--- src/rtl/mdio_cmd_pkg.sv ---
package mdio_cmd_pkg;
  localparam int FRAME_BITS = 64;
  localparam int PRE_BITS   = 32;
  localparam int TA_IDX     = PRE_BITS + 14;
  localparam int DATA_IDX   = TA_IDX + 2;
  localparam int IDX_W      = $clog2(FRAME_BITS);

  localparam logic [1:0] TYPE_C22   = 2'd1;
  localparam logic [1:0] OP_C22_RD  = 2'd2;

  typedef struct packed {
    logic load;
    logic shift;
    logic sample;
    logic done;
  } strobe_t;
endpackage

--- src/rtl/mdio_cmd_ctrl.sv ---
module mdio_cmd_ctrl
  import mdio_cmd_pkg::*;
#(
  parameter int HALF_DIV = 20
) (
  input  logic    clk,
  input  logic    rstN,
  input  logic    startReq,
  input  logic    isRead,
  output strobe_t strb,
  output logic    busy,
  output logic    mdc,
  output logic    mdioOe
);
  localparam int CNT_W = $clog2(HALF_DIV + 1);

  logic [CNT_W-1:0] divCnt;
  logic [IDX_W-1:0] bitIdx;
  logic tick, lastBit;

  assign tick    = busy && (divCnt == CNT_W'(HALF_DIV - 1));
  assign lastBit = (bitIdx == IDX_W'(FRAME_BITS - 1));

  always_comb begin
    strb.load   = startReq && !busy;
    strb.shift  = tick && mdc && !lastBit;
    strb.sample = tick && !mdc && isRead && (bitIdx >= IDX_W'(DATA_IDX));
    strb.done   = tick && mdc && lastBit;
  end

  assign mdioOe = busy && !(isRead && (bitIdx >= IDX_W'(TA_IDX)));

  always_ff @(posedge clk) begin
    if (!rstN) begin
      busy   <= 1'b0;
      mdc    <= 1'b0;
      divCnt <= '0;
      bitIdx <= '0;
    end else if (strb.load) begin
      busy   <= 1'b1;
      mdc    <= 1'b0;
      divCnt <= '0;
      bitIdx <= '0;
    end else if (busy) begin
      if (tick) begin
        divCnt <= '0;
        mdc    <= ~mdc;
        if (mdc) begin
          if (lastBit) busy <= 1'b0;
          else         bitIdx <= bitIdx + 1'b1;
        end
      end else begin
        divCnt <= divCnt + 1'b1;
      end
    end
  end


  mdc_idle_low_chk: assert property (@(posedge clk) disable iff (!rstN)
    !busy |-> !mdc);


  frame_len_chk: assert property (@(posedge clk) disable iff (!rstN)
    ($fell(busy) && $past(rstN)) |-> ($past(bitIdx) == IDX_W'(FRAME_BITS - 1)));
endmodule

--- src/rtl/mdio_cmd_datapath.sv ---
module mdio_cmd_datapath
  import mdio_cmd_pkg::*;
(
  input  logic        clk,
  input  logic        rstN,
  input  strobe_t     strb,
  input  logic        cmdWr,
  input  logic        busy,
  input  logic [29:0] wrFields,
  input  logic        mdioIn,
  output logic [29:0] fields,
  output logic        isRead,
  output logic        mdioOut
);
  logic [4:0]  regAddr, phyAddr;
  logic [1:0]  opCode, frameType;
  logic [15:0] dataWord, rdShift;
  logic [FRAME_BITS-1:0] shiftReg;

  logic [4:0]  wRegAddr, wPhyAddr;
  logic [1:0]  wOp, wType, wStart;
  logic [15:0] wData;

  assign {wRegAddr, wPhyAddr, wOp, wType, wData} = wrFields;
  assign wStart = (wType == TYPE_C22) ? 2'b01 : 2'b00;

  assign isRead  = (frameType == TYPE_C22) ? (opCode == OP_C22_RD) : opCode[1];
  assign fields  = {regAddr, phyAddr, opCode, frameType, dataWord};
  assign mdioOut = shiftReg[FRAME_BITS-1];

  always_ff @(posedge clk) begin
    if (!rstN) begin
      regAddr   <= '0;
      phyAddr   <= '0;
      opCode    <= '0;
      frameType <= '0;
      dataWord  <= '0;
      rdShift   <= '0;
      shiftReg  <= '0;
    end else begin
      if (strb.load) begin
        regAddr   <= wRegAddr;
        phyAddr   <= wPhyAddr;
        opCode    <= wOp;
        frameType <= wType;
        dataWord  <= wData;
        shiftReg  <= {{PRE_BITS{1'b1}}, wStart, wOp, wPhyAddr, wRegAddr, 2'b10, wData};
      end else if (strb.shift) begin
        shiftReg <= {shiftReg[FRAME_BITS-2:0], 1'b0};
      end
      if (strb.sample) rdShift <= {rdShift[14:0], mdioIn};
      if (strb.done && isRead) dataWord <= rdShift;
    end
  end


  no_relaunch_chk: assert property (@(posedge clk) disable iff (!rstN)
    (busy && cmdWr && !strb.done) |=> $stable(fields));


  sample_read_only_chk: assert property (@(posedge clk) disable iff (!rstN)
    strb.sample |-> (isRead && busy));
endmodule

--- src/rtl/mdio_cmd_engine.sv ---
module mdio_cmd_engine
  import mdio_cmd_pkg::*;
#(
  parameter int CLK_HZ = 100_000_000,
  parameter int MDC_HZ = 2_500_000
) (
  input  logic        clk,
  input  logic        rstN,
  input  logic        regWrEn,
  input  logic [31:0] regWrData,
  output logic [31:0] regRdData,
  output logic        mdc,
  output logic        mdioOut,
  output logic        mdioOe,
  input  logic        mdioIn
);
  localparam int HALF_DIV = CLK_HZ / (2 * MDC_HZ);

  strobe_t     strb;
  logic        busy, isRead;
  logic [29:0] fields;
  logic        unusedRdyBit;

  assign unusedRdyBit = regWrData[30];

  mdio_cmd_ctrl #(.HALF_DIV(HALF_DIV)) uCtrl (
    .clk(clk), .rstN(rstN),
    .startReq(regWrEn && regWrData[31]),
    .isRead(isRead), .strb(strb), .busy(busy),
    .mdc(mdc), .mdioOe(mdioOe)
  );

  mdio_cmd_datapath uDp (
    .clk(clk), .rstN(rstN), .strb(strb), .cmdWr(regWrEn), .busy(busy),
    .wrFields(regWrData[29:0]), .mdioIn(mdioIn),
    .fields(fields), .isRead(isRead), .mdioOut(mdioOut)
  );

  assign regRdData = {busy, ~busy, fields};


  mdio_fall_edge_chk: assert property (@(posedge clk) disable iff (!rstN)
    ($past(busy) && busy && !$stable(mdioOut)) |-> $fell(mdc));
endmodule

--- config.mk ---
export PLATFORM = sky130hd
export DESIGN_NAME = mdio_cmd_engine
export DESIGN_NICKNAME = d
export VERILOG_FILES = /design/src/rtl/mdio_cmd_pkg.sv /design/src/rtl/mdio_cmd_ctrl.sv /design/src/rtl/mdio_cmd_datapath.sv /design/src/rtl/mdio_cmd_engine.sv
export SDC_FILE = /design/constraint.sdc
export NUM_CORES = 1
export LEC_CHECK = 0
export ABC_AREA = 1
export CORE_MARGIN = 8
export CORE_UTILIZATION = 53
export CTS_CLUSTER_SIZE = 24
export DETAILED_ROUTE_END_ITERATION = 8
export PLACE_DENSITY_LB_ADDON = 0.2
export SETUP_SLACK_MARGIN = 0.02
export SLEW_MARGIN = 20
export SYNTH_ARGS = -nofsm -noshare
export SYNTH_HDL_FRONTEND = slang
export SYNTH_SLANG_ARGS = --single-unit
--- constraint.sdc ---
create_clock -name clk -period 4 [get_ports clk]
set_clock_uncertainty 0.1 [all_clocks]
set_input_delay 0.8 -clock clk [delete_from_list [all_inputs] [get_ports clk]]
set_output_delay 0.8 -clock clk [all_outputs]
set_load 0.01 [all_outputs]
# Yosys cells after proc, flatten, opt, wreduce, memory -nomap -nowiden
# Index checks and enable logic that the tools add are counted.
[op_classes]
n_eq_ne = 5
n_addsub = 2
reduce_logical = 21
n_lt_le_gt_ge = 2
muxes = 12
bitwise_logic = 4
[op_table]
columns = ["op", "n"]
rows = [
  ["$mux 64", 2],
  ["$mux 16", 2],
  ["$ge 6x6->1 const B", 2],
  ["$logic_and 1x1->1", 12],
  ["$mux 1", 7],
  ["$add 6x1->6 const B", 1],
  ["$eq 6x6->1 const B", 1],
  ["$add 5x1->5 const B", 1],
  ["$eq 5x5->1 const B", 1],
  ["$mux 5", 1],
  ["$eq 2x1->1 const B", 2],
  ["$logic_not 1->1", 4],
  ["$not 1->1", 4],
  ["$reduce_and 4->1", 1],
  ["$reduce_bool 2->1", 2],
  ["$eq 2x2->1 const B", 1],
  ["$reduce_and 2->1", 1],
  ["$reduce_or 2->1", 1],
]
[word_totals]
ff_bits = 123
output_inout_bits = 35
wordCells = 58
inputBits = 36

# Longest topological paths before layout
[depth]
word_depth = 6
ltp_mapped = 11
ltp_nobuf = 10

# Modules after synthesis
# From an unflattened synthesis, not the netlist that was laid out.
[unflattened]
hier_cells = 652
hier_area_um2 = 5017.3
[modules_own_cells]
columns = ["mod", "cells_each", "area_per_inst_um2", "seq_area_each_um2", "n_inst"]
rows = [
  ["mdio_cmd_datapath", 547, 4244.1, 2202.1, 1],
  ["mdio_cmd_ctrl", 101, 754.5, 260.2, 1],
  ["mdio_cmd_engine", 4, 18.8, 0.0, 1],
]

# Worst setup path before layout
# OpenSTA, ideal clock, no wires.
[synth_path]
kind = "reg-to-output"
start = "reg uDp.frameType[0]"
end = "out mdioOe"
path_slack_ns = 1.845
stages_incl_launch_ff = 6
arrival_time_ns = 1.255
n_path_buf = 1
path_cell_list = "dfxtp_1 -> nand3_1 -> nand2_1 -> clkinv_1 -> clkbuf_1 -> a21oi_1"
[synth_between]
elab_chain_len = 5
[synth_lines]
columns = ["item", "line_no", "rtl"]
rows = [
  ["from (decl)", "mdio_cmd_datapath.sv:16", "logic [1:0] opCode, frameType;"],
  ["from (signal assigned)", "mdio_cmd_datapath.sv:45", "frameType <= wType;"],
  ["$eq 2x1->1", "mdio_cmd_datapath.sv:27", "assign isRead = (frameType == TYPE_C22) ? (opCode == OP_C22_RD) : opCode[1];"],
  ["$mux 1", "mdio_cmd_datapath.sv:27", ""],
  ["$logic_and 1x1->1", "mdio_cmd_ctrl.sv:31", "assign mdioOe = busy && !(isRead && (bitIdx >= IDX_W'(TA_IDX)));"],
  ["$logic_not 1->1", "mdio_cmd_ctrl.sv:31", ""],
  ["$logic_and 1x1->1", "mdio_cmd_ctrl.sv:31", ""],
  ["to (decl)", "mdio_cmd_engine.sv:14", "output logic mdioOe,"],
]
# Every way passes these cells.

# Worst setup path in the final report
[layout_path]
start = "reg uDp.opCode[0]"
end = "out mdioOe"
[layout_between]
elab_chain_len = 5
[layout_lines]
columns = ["item", "line_no", "rtl"]
rows = [
  ["from (decl)", "mdio_cmd_datapath.sv:16", ""],
  ["from (signal assigned)", "mdio_cmd_datapath.sv:44", "opCode <= wOp;"],
  ["$eq 2x2->1", "mdio_cmd_datapath.sv:27", ""],
  ["$mux 1", "mdio_cmd_datapath.sv:27", ""],
  ["$logic_and 1x1->1", "mdio_cmd_ctrl.sv:31", ""],
  ["$logic_not 1->1", "mdio_cmd_ctrl.sv:31", ""],
  ["$logic_and 1x1->1", "mdio_cmd_ctrl.sv:31", ""],
]
# Every way passes these cells.

==> flow_summary_export.csv <==
group,metric,value,unit
outcome,status,"completed",
critical_path,crit_fanout,18,
timing,rsz0062_at_grt,"no",
route,final_antenna_net_count,0,
cts,clock-root-buffer,"clkbuf_8",
timing,fin_ws,0.633,ns
floorplanning,die_h,112,µm
flow_run,cap_violations,0,
global_routing,antenna_found_initial,0,
power_and_ir_drop,power_leakage,2.49,nW
cts,clk_path_buf_depth,2,
cts,post-cts-setup-buffers,0,
critical_path,ff2ff_path_depth,9,
global_routing,grt_max_degree,51,
cts,clk_pin_slew,0.06,ns
floorplanning,core,9060,µm²
cts,h-tree-depth,4,
cts,post_cts_resized,0,
placed_design,post-dp-hpwl,7490,µm
critical_path,critical_path_required,3.10,ns
power_and_ir_drop,power.density,508,nW/µm²
critical_path,startpoint_type,"flop",
final_layout,drive_gt1_share,7.73,%
floorplanning,io_pins,71,
route,dr.first_iter.drc_count,243,
global_routing,grt_util_met1,24.0,%
placed_design,gp_congestion,0.797,
timing,fin_crit,3.37,ns
floorplanning,fp.dieW,112,µm
synthesis,synth_flop_cell,"dfxtp_1",
cts,insertion_delay,0.51,ns
global_routing,grt_pass1_wl,19800,µm
route,drtPass1Iterations,4,
cts,numCtsBuffers,17,
synthesis,synth.area.top_cells,"dfxtp_1 (51%), nand2_1 (9.0%), a21oi_1 (8.0%), nor2_1 (7.5%), o21ai_0 (6.3%)",
synthesis,yosys.area.top_type,"dfxtp_1",
critical_path,arrival,2.47,ns
timing,setup_viol,0,
final_layout,synthToLayoutAreaGrowth,26.2,%
final_layout,finalNetCount,724,
critical_path,ff2ff_setup_slack,1.35,ns
timing,slew_headroom,41.5,%
timing,max_freq,297,MHz
power_and_ir_drop,ir_drop,0.000295,V
route,num_vias,4302,
synthesis,synth_fp_nets,670,
route,drc,0,
timing,post-route-period-util,84.2,%
synthesis,yosys-top-cells-count,"dfxtp_1 (123), nand2_1 (117), nor2_1 (97)",
cts,cts-hold-fix-buffers,0,
timing,tightest_slew,0.877,ns
synthesis,ys_seq_elements,123,
route,wl,11600,µm
power_and_ir_drop,p_total,3.12,mW
final_layout,instances_no_fill,810,
critical_path,cp-end-kind,"output port",
global_routing,grt_pass1_vias,4172,
hold_path,hold_class,"reg2reg",
global_routing,busiest_layer,"met2",
timing,totalNegativeSetupSlack,0,ns
cts,cts_sinks,123,
timing,hold_viol_final,0,
synthesis,synth.most_common_cell,"dfxtp_1",
synthesis,synth_edf_count,0,
global_routing,met3_usage,4.87,%
floorplanning,start_util,53.7,%
floorplanning,rows,35,
placed_design,dp_cells,778,
floorplanning,die_area,12500,µm²
hold_path,holdPathStages,2,
global_routing,grt_use_total,19.0,%
synthesis,synth-async-reset-ratio,0,%
synthesis,yosys.cell_types.count,31,
synthesis,syn_inst,632,
critical_path,critical_path_class,"reg2out",
timing,drv_slew,0,
route,via_per_inst,5.31,
placed_design,io_buffers,69,
synthesis,syn-cell-area,4870,µm²
global_routing,grtUsageMet2,31.0,%
synthesis,synth.yosys.seq_area_share,50.6,%
synthesis,synth_top_area_share,50.6,%
cts,cts_tree,"done",
placed_design,post-place-ws,1.04,ns
synthesis,synth_area_per_cell,7.70,µm²
final_layout,n_fill_cell,740,
route,post_drt_wl_per_cell,14.3,µm
final_layout,diodes,0,
global_routing,grt-ovfl-total,0,
synthesis,yosysWarnings,0,
metrics by stage:
step	area (µm²)	util, %	hold WS (ns)
after floorplan	4870	-	0.339
after global placement	5520	60.9	0.329
after detailed placement	5520	60.9	0.333
after CTS	6140	67.8	0.348
after global routing	6140	67.8	0.379
final	6140	67.8	0.344
kinds of logic (layout without fill, tap and decap cells):
group                      Yosys count  after routing  share of synthesized area, %
AOI/OAI and AO/OA                  154            154                          16.5
xor gates and xnor gates             3              3                         0.540
adders and majority gates            2              2                         0.514
buffers and inverters               71            138                          6.81
and+or+nand+nor                    279            279                          25.0
DFF                                123            123                          50.6
path summary, 6_finish.rpt:
check                  start               end
min           uDp.regAddr[3]    uDp.regAddr[3]
min reg2reg   uDp.regAddr[3]    uDp.regAddr[3]
max reg2reg  uCtrl.bitIdx[0]  uDp.shiftReg[63]
max            uDp.opCode[0]            mdioOe
routing by layer:
layer  part of all wire (%)  wire length, µm  vias to the layer above
met2                     48             5610                       90
met4                    1.4              161                        0
met1                     45             5240                     2017
li1                       -                -                     2181
met5                      0                0                        -
met3                    5.0              578                       14
area by class of cell:
type | count | area [µm²] | share of cell area (%)
inverter | 32 | 120 | 1.95
timing repair buffer | 74 | 728 | 11.9
clock buffer | 18 | 428 | 6.96
clock inverter | 14 | 194 | 3.16
tap | 111 | 139 | 2.26
sequential | 123 | 2460 | 40.1
multi-input combinational | 438 | 2070 | 33.7
worst max-delay path, cell delays in order, from the launching register on:
cell             delay [ns]
dfxtp_1                0.38
nand3_1                0.09
nand2_1                0.10
clkinv_1               0.48
a21oi_1                0.34
clkdlybuf4s50_1        0.57
registers in the layout (all words and copies together) (netlist names), 2 cells and up:
name and count:
uDp.shiftReg 64, uDp.frameType 2, uDp.regAddr 5, uDp.rdShift 16
uCtrl.bitIdx 6, uDp.opCode 2, uDp.dataWord 16, uCtrl.divCnt 5
uDp.phyAddr 5
cell usage in the layout, fill, tap and decap left out, types with 2 or more instances in the layout:
cell type,Yosys,final
nand4_1,2,2
ha_1,2,2
inv_2,3,3
nand3_4,2,2
buf_4,7,5
clkinv_2,0,3
clkbuf_16,0,16
o21ai_1,2,2
inv_1,27,27
o21ai_0,61,61
bufinv_16,0,4
a21oi_1,78,78
nor2_1,97,97
a21boi_0,5,5
clkdlybuf4s50_1,0,69
clkinvlp_4,0,2
xor2_1,3,3
nand3_1,46,46
dfxtp_1,123,123
nand2_1,117,117
clkbuf_8,0,2
nor2_8,2,2
a21boi_1,7,7
clkinv_4,0,4
clkinv_1,2,2
nand2_2,5,5
power breakdown:
group	total [mW]	internal [mW]	leakage, nW	switching (mW)
clock network	1.59	1.03	0.301	0.557
registers	1.31	1.28	1.00	0.0300
logic	0.222	0.103	1.19	0.118
Power figures use the tool's default switching activity.
